[config.mk]
export PLATFORM = sky130hd
export DESIGN_NAME = rate_clk_sel
export DESIGN_NICKNAME = d
export VERILOG_FILES = /design/src/rtl/rate_clk_pkg.sv /design/src/rtl/rate_latch.sv /design/src/rtl/rate_decode.sv /design/src/rtl/cell_divider.sv /design/src/rtl/precomp_pick.sv /design/src/rtl/rate_clk_sel.sv
export SDC_FILE = /design/constraint.sdc
export NUM_CORES = 1
export LEC_CHECK = 0
export ABC_AREA = 1
export BUFFER_PORTS_ARGS = -buffer_cell sky130_fd_sc_hd__buf_4
export CAP_MARGIN = 20
export CORE_MARGIN = 1
export CORE_UTILIZATION = 52
export DETAILED_ROUTE_END_ITERATION = 10
export PLACE_DENSITY = 0.76
export SYNTH_ARGS = -nofsm -noshare
export SYNTH_HDL_FRONTEND = slang
export SYNTH_HIERARCHICAL = 1
export SYNTH_SLANG_ARGS = --single-unit
[constraint.sdc]
create_clock -name clk -period 2 [get_ports clk]
set_clock_uncertainty 0.1 [all_clocks]
set_input_delay 0.2 -clock clk [delete_from_list [all_inputs] [get_ports clk]]
set_output_delay 0.2 -clock clk [all_outputs]
set_load 0.02 [all_outputs]
[src/rtl/rate_clk_pkg.sv]
package rate_clk_pkg;

    typedef enum logic [1:0] {
        RATE_500 = 2'b00,
        RATE_300 = 2'b01,
        RATE_250 = 2'b10,
        RATE_125 = 2'b11
    } rate_code_e;

    typedef enum logic [1:0] {
        SCALE_X1 = 2'd0,
        SCALE_X2 = 2'd1,
        SCALE_X4 = 2'd2
    } div_scale_e;

    typedef struct packed {
        logic       use_alt;
        div_scale_e scale;
    } cell_sel_t;

    localparam cell_sel_t SEL_RESET = '{use_alt: 1'b0, scale: SCALE_X1};

endpackage

[src/rtl/rate_latch.sv]
module rate_latch
    import rate_clk_pkg::*;
(
    input  logic       clk,
    input  logic       rst_n,
    input  logic       ld,
    input  logic       wr,
    input  logic [1:0] din,
    output rate_code_e code
);

    typedef struct packed {
        rate_code_e code;
    } latch_st_t;

    latch_st_t st_d, st_q;

    always_comb begin
        st_d = st_q;
        if (ld && wr) begin
            st_d.code = rate_code_e'(din);
        end
    end

    always_ff @(posedge clk or negedge rst_n) begin
        if (!rst_n) begin
            st_q.code <= RATE_500;
        end else begin
            st_q <= st_d;
        end
    end

    assign code = st_q.code;

endmodule

[src/rtl/rate_decode.sv]
module rate_decode
    import rate_clk_pkg::*;
(
    input  rate_code_e code,
    input  logic       drive_type,
    output cell_sel_t  sel
);

    always_comb begin
        sel = SEL_RESET;
        unique case (code)
            RATE_500: sel = '{use_alt: 1'b0, scale: SCALE_X1};
            RATE_300: begin
                if (drive_type) begin
                    sel = '{use_alt: 1'b1, scale: SCALE_X1};
                end else begin
                    sel = '{use_alt: 1'b0, scale: SCALE_X2};
                end
            end
            RATE_250: sel = '{use_alt: 1'b0, scale: SCALE_X2};
            RATE_125: sel = '{use_alt: 1'b0, scale: SCALE_X4};
            default:  sel = SEL_RESET;
        endcase
    end

endmodule

[src/rtl/cell_divider.sv]
module cell_divider
    import rate_clk_pkg::*;
#(
    parameter int BASE_DIV = 32,
    parameter int ALT_DIV  = 32
) (
    input  logic      clk,
    input  logic      rst_n,
    input  cell_sel_t sel,
    input  logic      ref16_en,
    input  logic      ref96_en,
    output logic      strobe
);

    localparam int MAX_DIV = (4 * BASE_DIV > ALT_DIV) ? 4 * BASE_DIV : ALT_DIV;
    localparam int CNT_W   = $clog2(MAX_DIV);

    typedef struct packed {
        cell_sel_t          sel;
        logic [CNT_W-1:0]   cnt;
        logic               strobe;
    } div_st_t;

    div_st_t st_d, st_q;
    logic    src_en;

    function automatic logic [CNT_W-1:0] last_of(cell_sel_t s);
        int d;
        if (s.use_alt) begin
            d = ALT_DIV;
        end else begin
            case (s.scale)
                SCALE_X1: d = BASE_DIV;
                SCALE_X2: d = 2 * BASE_DIV;
                default:  d = 4 * BASE_DIV;
            endcase
        end
        return CNT_W'(d - 1);
    endfunction

    always_comb begin
        st_d        = st_q;
        st_d.strobe = 1'b0;
        src_en      = sel.use_alt ? ref96_en : ref16_en;
        if (sel != st_q.sel) begin
            st_d.sel = sel;
            st_d.cnt = '0;
        end else if (src_en) begin
            if (st_q.cnt == last_of(st_q.sel)) begin
                st_d.cnt    = '0;
                st_d.strobe = 1'b1;
            end else begin
                st_d.cnt = st_q.cnt + 1'b1;
            end
        end
    end

    always_ff @(posedge clk or negedge rst_n) begin
        if (!rst_n) begin
            st_q.sel    <= SEL_RESET;
            st_q.cnt    <= '0;
            st_q.strobe <= 1'b0;
        end else begin
            st_q <= st_d;
        end
    end

    assign strobe = st_q.strobe;

    p_count_bound_r3: assert property (@(posedge clk) disable iff (!rst_n)
        st_q.cnt <= last_of(st_q.sel));

    p_restart_r8: assert property (@(posedge clk) disable iff (!rst_n)
        (sel != st_q.sel) |=> (st_q.cnt == '0 && !st_q.strobe));

    p_single_pulse_r7: assert property (@(posedge clk) disable iff (!rst_n)
        st_q.strobe |=> !st_q.strobe);

endmodule

[src/rtl/precomp_pick.sv]
module precomp_pick #(
    parameter int PRE_SHORT = 2,
    parameter int PRE_LONG  = 3,
    parameter int PRE_W     = 2
) (
    input  logic             val,
    output logic [PRE_W-1:0] cyc
);

    always_comb begin
        cyc = val ? PRE_W'(PRE_SHORT) : PRE_W'(PRE_LONG);
    end

endmodule

[src/rtl/rate_clk_sel.sv]
module rate_clk_sel
    import rate_clk_pkg::*;
#(
    parameter int BASE_DIV  = 32,
    parameter int ALT_DIV   = 32,
    parameter int PRE_SHORT = 2,
    parameter int PRE_LONG  = 3,
    parameter int PRE_W     = 2
) (
    input  logic             clk,
    input  logic             rst_n,
    input  logic             ref16_en,
    input  logic             ref96_en,
    input  logic             cfg_ld,
    input  logic             host_wr,
    input  logic [1:0]       host_data,
    input  logic             drive_type,
    input  logic             precomp_val,
    output logic [1:0]       rate_code,
    output logic             alt_active,
    output logic             bit_strobe,
    output logic [PRE_W-1:0] precomp_cyc
);

    rate_code_e code;
    cell_sel_t  sel;

    rate_latch i_latch (
        .clk  (clk),
        .rst_n(rst_n),
        .ld   (cfg_ld),
        .wr   (host_wr),
        .din  (host_data),
        .code (code)
    );

    rate_decode i_decode (
        .code      (code),
        .drive_type(drive_type),
        .sel       (sel)
    );

    cell_divider #(
        .BASE_DIV(BASE_DIV),
        .ALT_DIV (ALT_DIV)
    ) i_div (
        .clk     (clk),
        .rst_n   (rst_n),
        .sel     (sel),
        .ref16_en(ref16_en),
        .ref96_en(ref96_en),
        .strobe  (bit_strobe)
    );

    precomp_pick #(
        .PRE_SHORT(PRE_SHORT),
        .PRE_LONG (PRE_LONG),
        .PRE_W    (PRE_W)
    ) i_pre (
        .val(precomp_val),
        .cyc(precomp_cyc)
    );

    assign rate_code  = code;
    assign alt_active = sel.use_alt;

    p_load_r1: assert property (@(posedge clk) disable iff (!rst_n)
        (cfg_ld && host_wr) |=> (rate_code == $past(host_data)));

    p_hold_r1: assert property (@(posedge clk) disable iff (!rst_n)
        !(cfg_ld && host_wr) |=> $stable(rate_code));

    p_alt_block_r6: assert property (@(posedge clk) disable iff (!rst_n)
        !drive_type |-> !alt_active);

    p_precomp_r9: assert property (@(posedge clk) disable iff (!rst_n)
        precomp_val |-> (precomp_cyc == PRE_W'(PRE_SHORT)));

endmodule

## After elaboration in Yosys (flattened, before gate mapping)

Index checks and enable logic that the tools add are counted.

- Flip-flop bits (word level): 13
- Input port bits: 10
- Output and inout bits: 6
- Logic and storage cells: 30

- Add/subtract/negate cells: 2
- Eq/ne operators: 6
- Muxes and demuxes: 13
- Reductions and logical operators: 4

Operators by type and width:

| cell | number |
|---|---|
| 2-to-1 mux 7 bit | 5 |
| case mux 7 bit (2 select lines) | 1 |
| case mux 3 bit (4 select lines) | 1 |
| 2-to-1 mux 8 bit | 1 |
| adder 7 x 1 -> 7 bit (second input constant) | 1 |
| equality test 7 bit | 1 |
| subtractor 7 x 2 -> 7 bit (second input constant) | 1 |
| equality test 2 x 1 -> 1 bit (second input constant) | 2 |
| equality test 2 bit (second input constant) | 2 |
| zero test 2 bit | 2 |
| 2-to-1 mux 1 bit | 4 |
| 2-to-1 mux 3 bit | 1 |
| inequality test 3 bit | 1 |
| nonzero test 2 bit | 1 |
| logical AND 1 bit | 1 |

## Logic depth before layout (Yosys ltp)

Gate-level depths: netlist of the first run.

- Word-level depth: 10
- Gate-level depth with buffers: 10

## By module

Netlist of the first run, hierarchy kept.

By module, submodules not included:

| module | instances | cells each | area an instance (um^2) | seq. area each (um^2) |
|---|---|---|---|---|
| cell_divider | 1 | 91 | 669.4 | 275.3 |
| rate_latch | 1 | 9 | 78.8 | 50.0 |
| rate_decode | 1 | 10 | 38.8 | 0.0 |
| precomp_pick | 1 | 3 | 15.0 | 0.0 |

## Worst setup path before layout of the first run

OpenSTA, ideal clock, no wires.

- Path kind: register to register
- From: register, netlist name i_latch/code[0]
- To: register i_div/st_q[1] (netlist name)
- Library setup time: 0.065 ns
- Arrival: 1.672 ns
- Setup slack: 0.163 ns
- Cell stages (with the launch flop): 8
- Path buffers: 0
- Period minus slack after synthesis: 1.837 ns
- Cell sequence: dfrtp_1 > nand2_1 > nor2_1 > xnor2_1 > nand3_2 > nor2_4 > nand3_1 > nand2_1

- Word-level cells in the longest chain between the ends: 4

Ends and longest elaborated chain:

| element | line | text |
|---|---|---|
| equality test 2 bit (tied with other cells) | rate_decode.sv:11 | `unique case (code)` |
| case mux 3 bit (4 select lines) (*) | rate_decode.sv:11 |  |
| via alt_active | rate_clk_sel.sv:20 | `output logic alt_active,` |
| inequality test 3 bit / 2-to-1 mux 1 bit (equally long branches) | cell_divider.sv:45, cell_divider.sv:44 |  |
| 2-to-1 mux 7 bit / nonzero test 2 bit (equally long branches) | - |  |
| end signal: assignment | cell_divider.sv:64 | `st_q <= st_d;` |
| end: declaration | cell_divider.sv:24 | `div_st_t st_d, st_q;` |

Mark *: on every way through the listed nets, which the timed path passes. The rest lies on a longest branch.
A chain may end at the register's enable or synchronous reset.

## Worst setup path in the final report of the first run

- From: register, netlist name i_latch/code[0]
- To: register i_div/st_q[4] (netlist name)

- Word-level cells in the longest chain between the ends: 4

Ends and longest elaborated chain:

| element | line |
|---|---|
| equality test 2 bit (tied with other cells) | rate_decode.sv:11 |
| case mux 3 bit (4 select lines) (*) | rate_decode.sv:11 |
| inequality test 3 bit / 2-to-1 mux 1 bit (equally long branches) | cell_divider.sv:45, cell_divider.sv:44 |
| 2-to-1 mux 7 bit / nonzero test 2 bit (equally long branches) | - |

Every way passes the cells marked *; elsewhere a longest branch is shown, timed or not.

==> results of run 1 <==
timing repair:
| item | CTS | global route |
|---|---|---|
| gates resized for setup | 0 | 0 |
| hold endpoints to repair | 13 | 0 |
| hold buffers | 1 | 0 |
| endpoints found under the setup margin | 0 | 0 |
per-layer routing:
metal	GRT usage, %	wire [um]
met1	27.46	687
met2	40.23	734
met3	4.891	78
met4	11.29	13
met5	0	0
worst min-delay path by stage:
stage	startpoint	slack [ns]	endpoint
after global placement	rst_n	-0.05	i_latch/code[0]$_DFFE_PN0P_
after detailed placement	rst_n	-0.05	i_latch/code[0]$_DFFE_PN0P_
after global routing	host_data[1]	0.07	i_latch/code[1]$_DFFE_PN0P_
final	host_data[1]	0.07	i_latch/code[1]$_DFFE_PN0P_
after floorplan	rst_n	-0.20	i_div/st_q[10]$_DFFE_PN0N_
after CTS	host_data[1]	0.06	i_latch/code[1]$_DFFE_PN0P_
layout by cell type, fill, tap and decap left out, drive strengths merged, types with 2 or more instances in the layout:
master | synthesis | layout
nor2 | 7 | 7
nand2 | 44 | 44
buf | 1 | 14
clkbuf | 2 | 4
nor3 | 3 | 3
inv | 20 | 20
dfrtp | 13 | 13
nand3 | 13 | 13
a21oi | 2 | 2
registers in the layout, indices dropped and copies added (netlist names):
register and flops:
i_div/strobe 1, i_div/st_q 10, i_latch/code 2
power groups by stage:
stage	clock network (mW)	logic [mW]	registers (mW)
3_3_place_gp	0	0.147	0.307
4_1_cts	0.163	0.153	0.304
2_1_floorplan	0	0.102	0.310
3_5_place_dp	0	0.151	0.309
6_report	0.156	0.151	0.305
5_1_grt	0.175	0.174	0.307
critical path, cell delays in order, from the launching register on:
cell and delay, ns:
dfrtp_1 0.42, nand2_1 0.08, nor2_1 0.29, nand2_1 0.12, o21ai_2 0.17, inv_2 0.11, nor2_4 0.16, nand3_1 0.09
nand2_1 0.07
cell type report:
| cell class | instances | share of cell area (%) |
|---|---|---|
| timing repair buffer | 15 | 12.28 |
| clock buffer | 4 | 2.804 |
| multi-input combinational | 76 | 40.19 |
| tap | 15 | 2.003 |
| inverter | 20 | 8.011 |
| sequential | 13 | 34.71 |
logic make-up (layout without fill, tap and decap cells):
group,count (synthesis),in the layout,share of synthesized area [%]
buf+inv,24,39,12.48
flops,13,13,40.56
other cells,1,1,0.4676
xor+xnor,2,2,2.184
compound gates,3,3,2.340
simple gates,69,69,40.41
fa+ha+maj,1,1,1.560
==> metrics.csv, run 1 <==
stage,metric,value,unit
outcome,outcome,"complete, no violations",
drt,Routed Wire Length,1513,um
cts,CTS tree,yes,
placement,Area after DPL,900.9,um^2
hold_path,worst min-delay path class,in2reg,
grt,largest net degree at the start of global routing,14,
power_and_ir_drop,Sw Ratio,32.34,%
grt,global route total overflow,0,
grt,number of antenna violations at the first check in global routing,0,
worst_setup_path,Crit Path Max Fanout,6,
drt,DR pass1 iterations,4,
drt,Antenna Nets Post-Route,0,
sta,RSZ-0062 raised after global routing,false,
placement,DP Worst Slack,0.3804,ns
power_and_ir_drop,Leak,0.5254,nW
power_and_ir_drop,Power Dens Cells,653.8,mW/mm^2
floorplanning,Rows,13,
finish,Final Instance Count excl. Fillers,143,
power_and_ir_drop,clock power share,25.5,%
worst_setup_path,Worst Setup EP,i_div/st_q[4]$_DFFE_PN0P_,
drt,routed length per instance,10.58,um
yosys,register area share after synthesis,40.56,%
floorplanning,I/O Pins,16,
power_and_ir_drop,part of the power in registers,49.8,%
cts,clock sinks,13,
power_and_ir_drop,power consumption,0.6127,mW
finish,register area,325.3,um^2
finish,area delta synth->final,16.85,%
worst_setup_path,worst path required time,2.11,ns
sta,worst hold margin,0.06650,ns
cts,CTS root buf,clkbuf_4,
hold_path,hold path cells,3,
placement,placed cell count,138,
worst_setup_path,crit path from,i_latch/code[0]$_DFFE_PN0P_,
worst_setup_path,reg2reg setup slack,0.33,ns
worst_setup_path,FF-to-FF Start,i_latch/code[0]$_DFFE_PN0P_,
yosys,Post-synth top flop,dfrtp_1,
yosys,"area leader, netlist",dfrtp_1,
power_and_ir_drop,VDD IR-drop max,0.0004798,V
floorplanning,Die W,41.27,um
yosys,syn nets,124,
worst_setup_path,CP arrival,1.77,ns
yosys,"EDFF count, synth",0,
sta,final setup margin,0.3350,ns
floorplanning,Initial Util,58.70,%
finish,Fill cells,125,
finish,diode count,0,
worst_setup_path,CP startpoint kind,flop,
drt,drt initial violations,13,
cts,H-tree levels,1,
cts,Num CTS Buffers,3,
cts,post-CTS setup buffer count,0,
cts,Skew-Pair Late Insertion Delay,0.27,ns
drt,number of remaining DRC errors,0,
sta,Achievable Freq,600.6,MHz
drt,post-DR vias/cell,4.839,
worst_setup_path,Setup Crit Path Kind,reg2reg,
sta,fin crit period,1.665,ns
sta,Setup Viol. Count Final,0,
job,max_cap viols,0,
cts,Worst-path clk slew,0.08,ns
drt,Via Count,692,
yosys,top-count cell post-synth,nand2_1,
yosys,Synth async-reset ratio,100.0,%
finish,share of cells above drive strength 1,21.09,%
worst_setup_path,worst flop-to-flop path endpoint,i_div/st_q[4]$_DFFE_PN0P_,
floorplanning,area of the die,0.001703,mm^2
yosys,commonest cells in the synthesized netlist,"nand2_1 (42), inv_1 (19), dfrtp_1 (13)",
sta,Slew Limit Fails,0,
floorplanning,Die Span Y,41.27,um
yosys,Synth Register Bits,13,
finish,Post-Route Utilization,68.59,%
cts,Max Root-Sink Buffers,2,
worst_setup_path,FF-to-FF path depth,8,
yosys,mean post-synth cell area,7.098,um^2
yosys,"top cells by area, synth","dfrtp_1 (41%), nand2_1 (20%), inv_1 (8.9%), nand3_1 (7.5%), nor2_4 (4.2%)",
yosys,Syn Std Cell Area,802.0,um^2
finish,final instance area,937.1,um^2
sta,TNS Setup,0,ns
finish,# nets final,140,
power_and_ir_drop,Int Pwr,0.4146,mW
grt,first-pass GRT wire length,2518,um
yosys,proportion of netlist area held by the largest area contributor,40.56,%
grt,vias in the first global route,650,
grt,total track usage,23.44,%
placement,hpwl dp,1151,um
placement,Final Wtd Congestion,0.7991,
yosys,yosys warns,6,
sta,Final Hold Fails,0,
power_and_ir_drop,Logic pwr share,24.7,%
placement,PortBufs,14,
worst_setup_path,crit end category,flop,
sta,period utilisation layout,83.25,%
yosys,synth unique cells,23,
floorplanning,Core Region,0.001366,mm^2
finish,multi-input logic area,376.6,um^2
yosys,Post-Syn Instances,113,
power_and_ir_drop,Psw,0.1981,mW
(Power assumes the default switching activity.)
==> inputs of run 2 (changes only) <==
==> constraint.sdc (replaced) <==
create_clock -name clk -period 1.6 [get_ports clk]
set_clock_uncertainty 0.1 [all_clocks]
set_input_delay 0.16 -clock clk [delete_from_list [all_inputs] [get_ports clk]]
set_output_delay 0.16 -clock clk [all_outputs]
set_load 0.02 [all_outputs]
==> metrics.csv, run 2 (same netlist as run 1, synthesis figures left out) <==
stage,metric,value,unit
outcome,outcome,"complete, no violations",
drt,Antenna Nets Post-Route,0,
worst_setup_path,Worst path slowest cell,dfrtp_2,
grt,largest net degree at the start of global routing,14,
sta,Achievable Freq,646.5,MHz
sta,period utilisation layout,96.67,%
drt,number of remaining DRC errors,0,
cts,Max Root-Sink Buffers,2,
sta,Slew Limit Fails,0,
worst_setup_path,CP startpoint kind,flop,
placement,Final Wtd Congestion,0.7818,
sta,fin crit period,1.547,ns
finish,multi-input logic area,411.6,um^2
finish,# nets final,144,
placement,hpwl dp,1235,um
drt,drt initial violations,22,
placement,Area after DPL,917.1,um^2
finish,Biggest register,i_div/st_q,
cts,Skew-Pair Late Insertion Delay,0.27,ns
floorplanning,Die W,41.27,um
finish,max reg flops,10,
cts,H-tree levels,1,
finish,area delta synth->final,26.83,%
sta,Final Hold Fails,0,
grt,number of antenna violations at the first check in global routing,0,
power_and_ir_drop,power consumption,0.8255,mW
worst_setup_path,CP peak stage delay,0.44,ns
finish,diode count,0,
finish,registers with the most flip-flops,"i_div/st_q (10), i_latch/code (2), i_div/strobe (1)",
worst_setup_path,FF-to-FF path depth,8,
drt,DR pass1 iterations,4,
sta,Setup Viol. Count Final,0,
floorplanning,area of the die,0.001703,mm^2
worst_setup_path,Crit Path Max Fanout,6,
power_and_ir_drop,Leak,0.5508,nW
sta,final setup margin,0.05329,ns
drt,post-DR vias/cell,5.061,
placement,PortBufs,14,
hold_path,hold path cells,3,
worst_setup_path,crit path buf inv count,2,
finish,share of cells above drive strength 1,28.03,%
grt,total track usage,24.27,%
drt,wire length on met3,47,um
worst_setup_path,worst path required time,1.72,ns
placement,DP Worst Slack,0.07326,ns
cts,Num CTS Buffers,3,
drt,routed length per instance,12.16,um
drt,Via Count,744,
floorplanning,I/O Pins,16,
job,max_cap viols,0,
power_and_ir_drop,VDD IR-drop max,0.0005974,V
finish,"most common cell after layout, fill and taps aside",nand2_1,
hold_path,worst min-delay path class,in2reg,
worst_setup_path,Critical Path Stages,8,
grt,vias in the first global route,611,
floorplanning,Core Region,0.001366,mm^2
finish,final instance area,0.001017,mm^2
finish,register area,327.8,um^2
floorplanning,Die Span Y,41.27,um
cts,Worst-path clk slew,0.08,ns
cts,CTS tree,yes,
drt,Routed Wire Length,1788,um
grt,global route total overflow,0,
drt,metal2 WL,968,um
power_and_ir_drop,Power Dens Cells,811.5,mW/mm^2
grt,first-pass GRT wire length,2539,um
worst_setup_path,CP arrival,1.67,ns
worst_setup_path,crit end category,flop,
floorplanning,Rows,13,
drt,Met1 Wirelength,746,um
worst_setup_path,Worst path top cell family by delay,simple AND/OR/NAND/NOR gates,
cts,CTS root buf,clkbuf_4,
floorplanning,Initial Util,58.70,%
worst_setup_path,Setup Crit Path Kind,reg2reg,
finish,Fill cells,114,
worst_setup_path,CP Cell Sequence,nand2_1 > nor2_4 > buf_12 > o21ai_4 > inv_2 > nor2_4 > nand3_1 > nand2_1,
drt,top routing layer in use,met4,
cts,clock sinks,13,
finish,"commonest cells after routing, fill and taps aside","nand2_1 (40), inv_1 (19), buf_4 (17)",
run 2: changes by cell type in the layout (fill, tap and decap cells not counted), sizes merged:
cell,before,now
buf,14,18
run 2: worst reg2reg max path, cell delays in order, from the launching register on:
cell and delay (ns):
dfrtp_2 0.44, nand2_1 0.11, nor2_4 0.07, buf_12 0.13, o21ai_4 0.24, inv_2 0.10, nor2_4 0.14, nand3_1 0.09
nand2_1 0.06
run 2: repair_timing:
item	CTS	global route
endpoints found under the setup margin	0	8
hold buffers	1	0
buffers inserted	0	3
endpoints found under the hold margin	13	0
resized for setup	0	6
run 2: final cells by class:
| type | count | area share, % |
|---|---|---|
| multi-input combinational | 76 | 40.47 |
| tap | 15 | 1.845 |
| clock buffer | 4 | 2.583 |
| timing repair buffer | 19 | 15.50 |
| inverter | 20 | 7.380 |
| sequential | 13 | 32.23 |
run 2: stage by stage:
| step | std cells | hold WS, ns | util, % | TNS, ns |
|---|---|---|---|---|
| after detailed placement | 139 | -0.08751 | 67.12 | 0 |
| final | 147 | 0.01661 | 74.45 | 0 |
| after floorplan | 113 | -0.2356 | - | 0 |
| after global placement | 139 | -0.08800 | 67.12 | 0 |
| after global routing | 147 | 0.02033 | 74.45 | -0.05470 |
| after CTS | 144 | 0.008803 | 69.78 | 0 |
run 2: final timing paths:
| kind | end | start | slack (ns) |
|---|---|---|---|
| worst min-delay path | i_latch/code[0]$_DFFE_PN0P_ | host_data[0] | 0.02 |
| worst max register to register | i_div/st_q[1]$_DFFE_PN0P_ | i_latch/code[0]$_DFFE_PN0P_ | 0.05 |
| worst min register to register | i_div/st_q[2]$_DFFE_PN0P_ | i_div/st_q[2]$_DFFE_PN0P_ | 0.44 |
| worst max-delay path | i_div/st_q[1]$_DFFE_PN0P_ | i_latch/code[0]$_DFFE_PN0P_ | 0.05 |
| min in group asynchronous | i_div/st_q[4]$_DFFE_PN0P_ | rst_n | 0.17 |
| max in group asynchronous | i_latch/code[1]$_DFFE_PN0P_ | rst_n | 1.05 |
run 2: where the power goes:
| group | internal [mW] | switching (mW) | leakage [nW] |
|---|---|---|---|
| logic | 0.102 | 0.146 | 0.363 |
| registers | 0.353 | 0.0229 | 0.173 |
| clock network | 0.0966 | 0.105 | 0.0150 |
run 2: per-layer routing:
metal  global-route usage, %  vias to the layer above
met5                       0                        -
met4                   12.10                        0
met3                   4.891                        4
met2                   44.14                       19
met1                   26.17                      344
li1                        -                      377
==> inputs of run 3 (changes only) <==
--- a/config.mk
+++ b/config.mk
@@ -11,6 +11,7 @@
 export CORE_MARGIN = 1
 export CORE_UTILIZATION = 52
 export DETAILED_ROUTE_END_ITERATION = 10
+export HOLD_SLACK_MARGIN = 0.15
 export PLACE_DENSITY = 0.76
 export SYNTH_ARGS = -nofsm -noshare
 export SYNTH_HDL_FRONTEND = slang
==> metrics.csv, run 3 (same netlist as run 1, synthesis figures left out) <==
stage,metric,value,unit
outcome,outcome,"complete, no violations",
sta,Slew Limit Fails,0,
floorplanning,Initial Util,58.70,%
floorplanning,I/O Pins,16,
cts,CTS root buf,clkbuf_4,
worst_setup_path,worst path required time,1.72,ns
finish,Post-Route Utilization,81.41,%
worst_setup_path,Crit Path Max Fanout,6,
cts,Worst-path clk slew,0.08,ns
grt,total track usage,26.86,%
hold_path,worst min-delay path class,in2async,
drt,number of remaining DRC errors,0,
drt,post-DR vias/cell,5.026,
cts,Num CTS Buffers,3,
grt,vias in the first global route,670,
cts,H-tree levels,1,
finish,"commonest cells after routing, fill and taps aside","nand2_1 (38), buf_4 (18), inv_1 (16)",
drt,Antenna Nets Post-Route,0,
worst_setup_path,FF-to-FF path depth,8,
placement,PortBufs,14,
finish,Biggest register,i_div/st_q,
drt,routed length per instance,12.83,um
power_and_ir_drop,Power Dens Cells,770.5,mW/mm^2
drt,Routed Wire Length,1989,um
finish,max reg flops,10,
sta,RSZ-0062 raised after global routing,true,
sta,period utilisation layout,98.10,%
sta,Final Hold Fails,0,
floorplanning,Core Region,0.001366,mm^2
power_and_ir_drop,VDD IR-drop max,0.0005904,V
job,max_cap viols,0,
placement,hpwl dp,1235,um
worst_setup_path,CP startpoint kind,flop,
drt,Via Count,779,
finish,area delta synth->final,38.69,%
finish,diode count,0,
sta,Setup Viol. Count Final,0,
finish,"most common cell after layout, fill and taps aside",nand2_1,
finish,share of cells above drive strength 1,32.86,%
floorplanning,area of the die,0.001703,mm^2
power_and_ir_drop,Leak,0.5877,nW
sta,fin crit period,1.570,ns
cts,CTS tree,yes,
grt,number of antenna violations at the first check in global routing,0,
grt,largest net degree at the start of global routing,14,
drt,drt initial violations,22,
cts,Max Root-Sink Buffers,2,
worst_setup_path,worst flop-to-flop path endpoint,i_div/st_q[1]$_DFFE_PN0P_,
floorplanning,Die Span Y,41.27,um
floorplanning,Die W,41.27,um
worst_setup_path,FF-to-FF Start,i_latch/code[0]$_DFFE_PN0P_,
sta,Achievable Freq,637.1,MHz
grt,first-pass GRT wire length,2815,um
floorplanning,Rows,13,
worst_setup_path,reg2reg setup slack,0.03,ns
grt,global route total overflow,0,
cts,clock sinks,13,
worst_setup_path,CP arrival,1.69,ns
placement,Final Wtd Congestion,0.7818,
drt,DR pass1 iterations,4,
power_and_ir_drop,power consumption,0.8570,mW
finish,# nets final,152,
cts,Skew-Pair Late Insertion Delay,0.27,ns
finish,registers with the most flip-flops,"i_div/st_q (10), i_latch/code (2), i_div/strobe (1)",
worst_setup_path,Setup Crit Path Kind,reg2reg,
sta,TNS Setup,0,ns
worst_setup_path,crit end category,flop,
==> run 3: cell types whose count changed in the layout (fill, tap and decap cells not counted), sizes merged <==
| cell | before | now |
|---|---|---|
| dlygate4sd3 | 1 | 8 |
| dlymetal6s4s | 0 | 1 |
==> run 3: worst max-delay path by stage <==
stage | startpoint | slack (ns) | endpoint | cells after the start
4_1_cts | drive_type | 0.008 | i_div/st_q[1]$_DFFE_PN0P_ | 11
3_3_place_gp | i_latch/code[1]$_DFFE_PN0P_ | 0.11 | i_div/st_q[7]$_DFFE_PN0P_ | 10
2_1_floorplan | i_latch/code[1]$_DFFE_PN0P_ | 0.07 | i_div/st_q[1]$_DFFE_PN0P_ | 6
5_1_grt | i_latch/code[1]$_DFFE_PN0P_ | -0.04 | i_div/st_q[1]$_DFFE_PN0P_ | 9
3_5_place_dp | i_latch/code[1]$_DFFE_PN0P_ | 0.07 | i_div/st_q[1]$_DFFE_PN0P_ | 10
6_report | i_latch/code[0]$_DFFE_PN0P_ | 0.03 | i_div/st_q[1]$_DFFE_PN0P_ | 8
==> run 3: timing repair <==
action / 4_1_cts / 5_1_grt
setup buffers: 0 / 3
gates resized for setup: 0 / 16
endpoints found under the setup margin: 0 / 8
hold buffers: 9 / 0
endpoints found under the hold margin: 17 / 0
==> run 3: where the power goes <==
group / internal, mW / switching, mW
combinational: 0.114 / 0.156
clock: 0.0966 / 0.109
sequential: 0.353 / 0.0286
total: 0.564 / 0.293
==> run 3: worst max-delay path: stages (launching register included) <==
cell,delay [ns]
dfrtp_2,0.47
nand2_2,0.10
nor2_4,0.06
buf_4,0.14
o21ai_4,0.21
inv_2,0.10
nor2_4,0.17
nand3_2,0.09
nand2_1,0.07
==> run 3: layer usage <==
layer | part of all wire, % | GRT usage [%] | up-vias
met5 | 0 | 0 | -
met4 | 0.55 | 12.10 | 0
met3 | 3.8 | 4.891 | 2
met2 | 54 | 50.00 | 22
met1 | 41 | 28.86 | 362
li1 | - | - | 393
==> run 3: area by class of cell <==
cell class	count	area (um^2)
inverter	20	75.07
timing repair buffer	27	227.7
clock buffer	4	26.28
fill	94	254.0
multi-input combinational	76	436.7
tap	15	18.77
sequential	13	327.8
==> run 3: stage by stage <==
step,std cells,area (um^2),setup slack (ns),hold slack (ns)
global route,155,1112,-0.04324,0.1848
detailed placement,139,917.1,0.07326,-0.08751
floorplan,113,810.8,0.07376,-0.2356
finish,155,1112,0.03034,0.1699
CTS,152,1033,0.007781,0.1581
global placement,139,917.1,0.1133,-0.08800
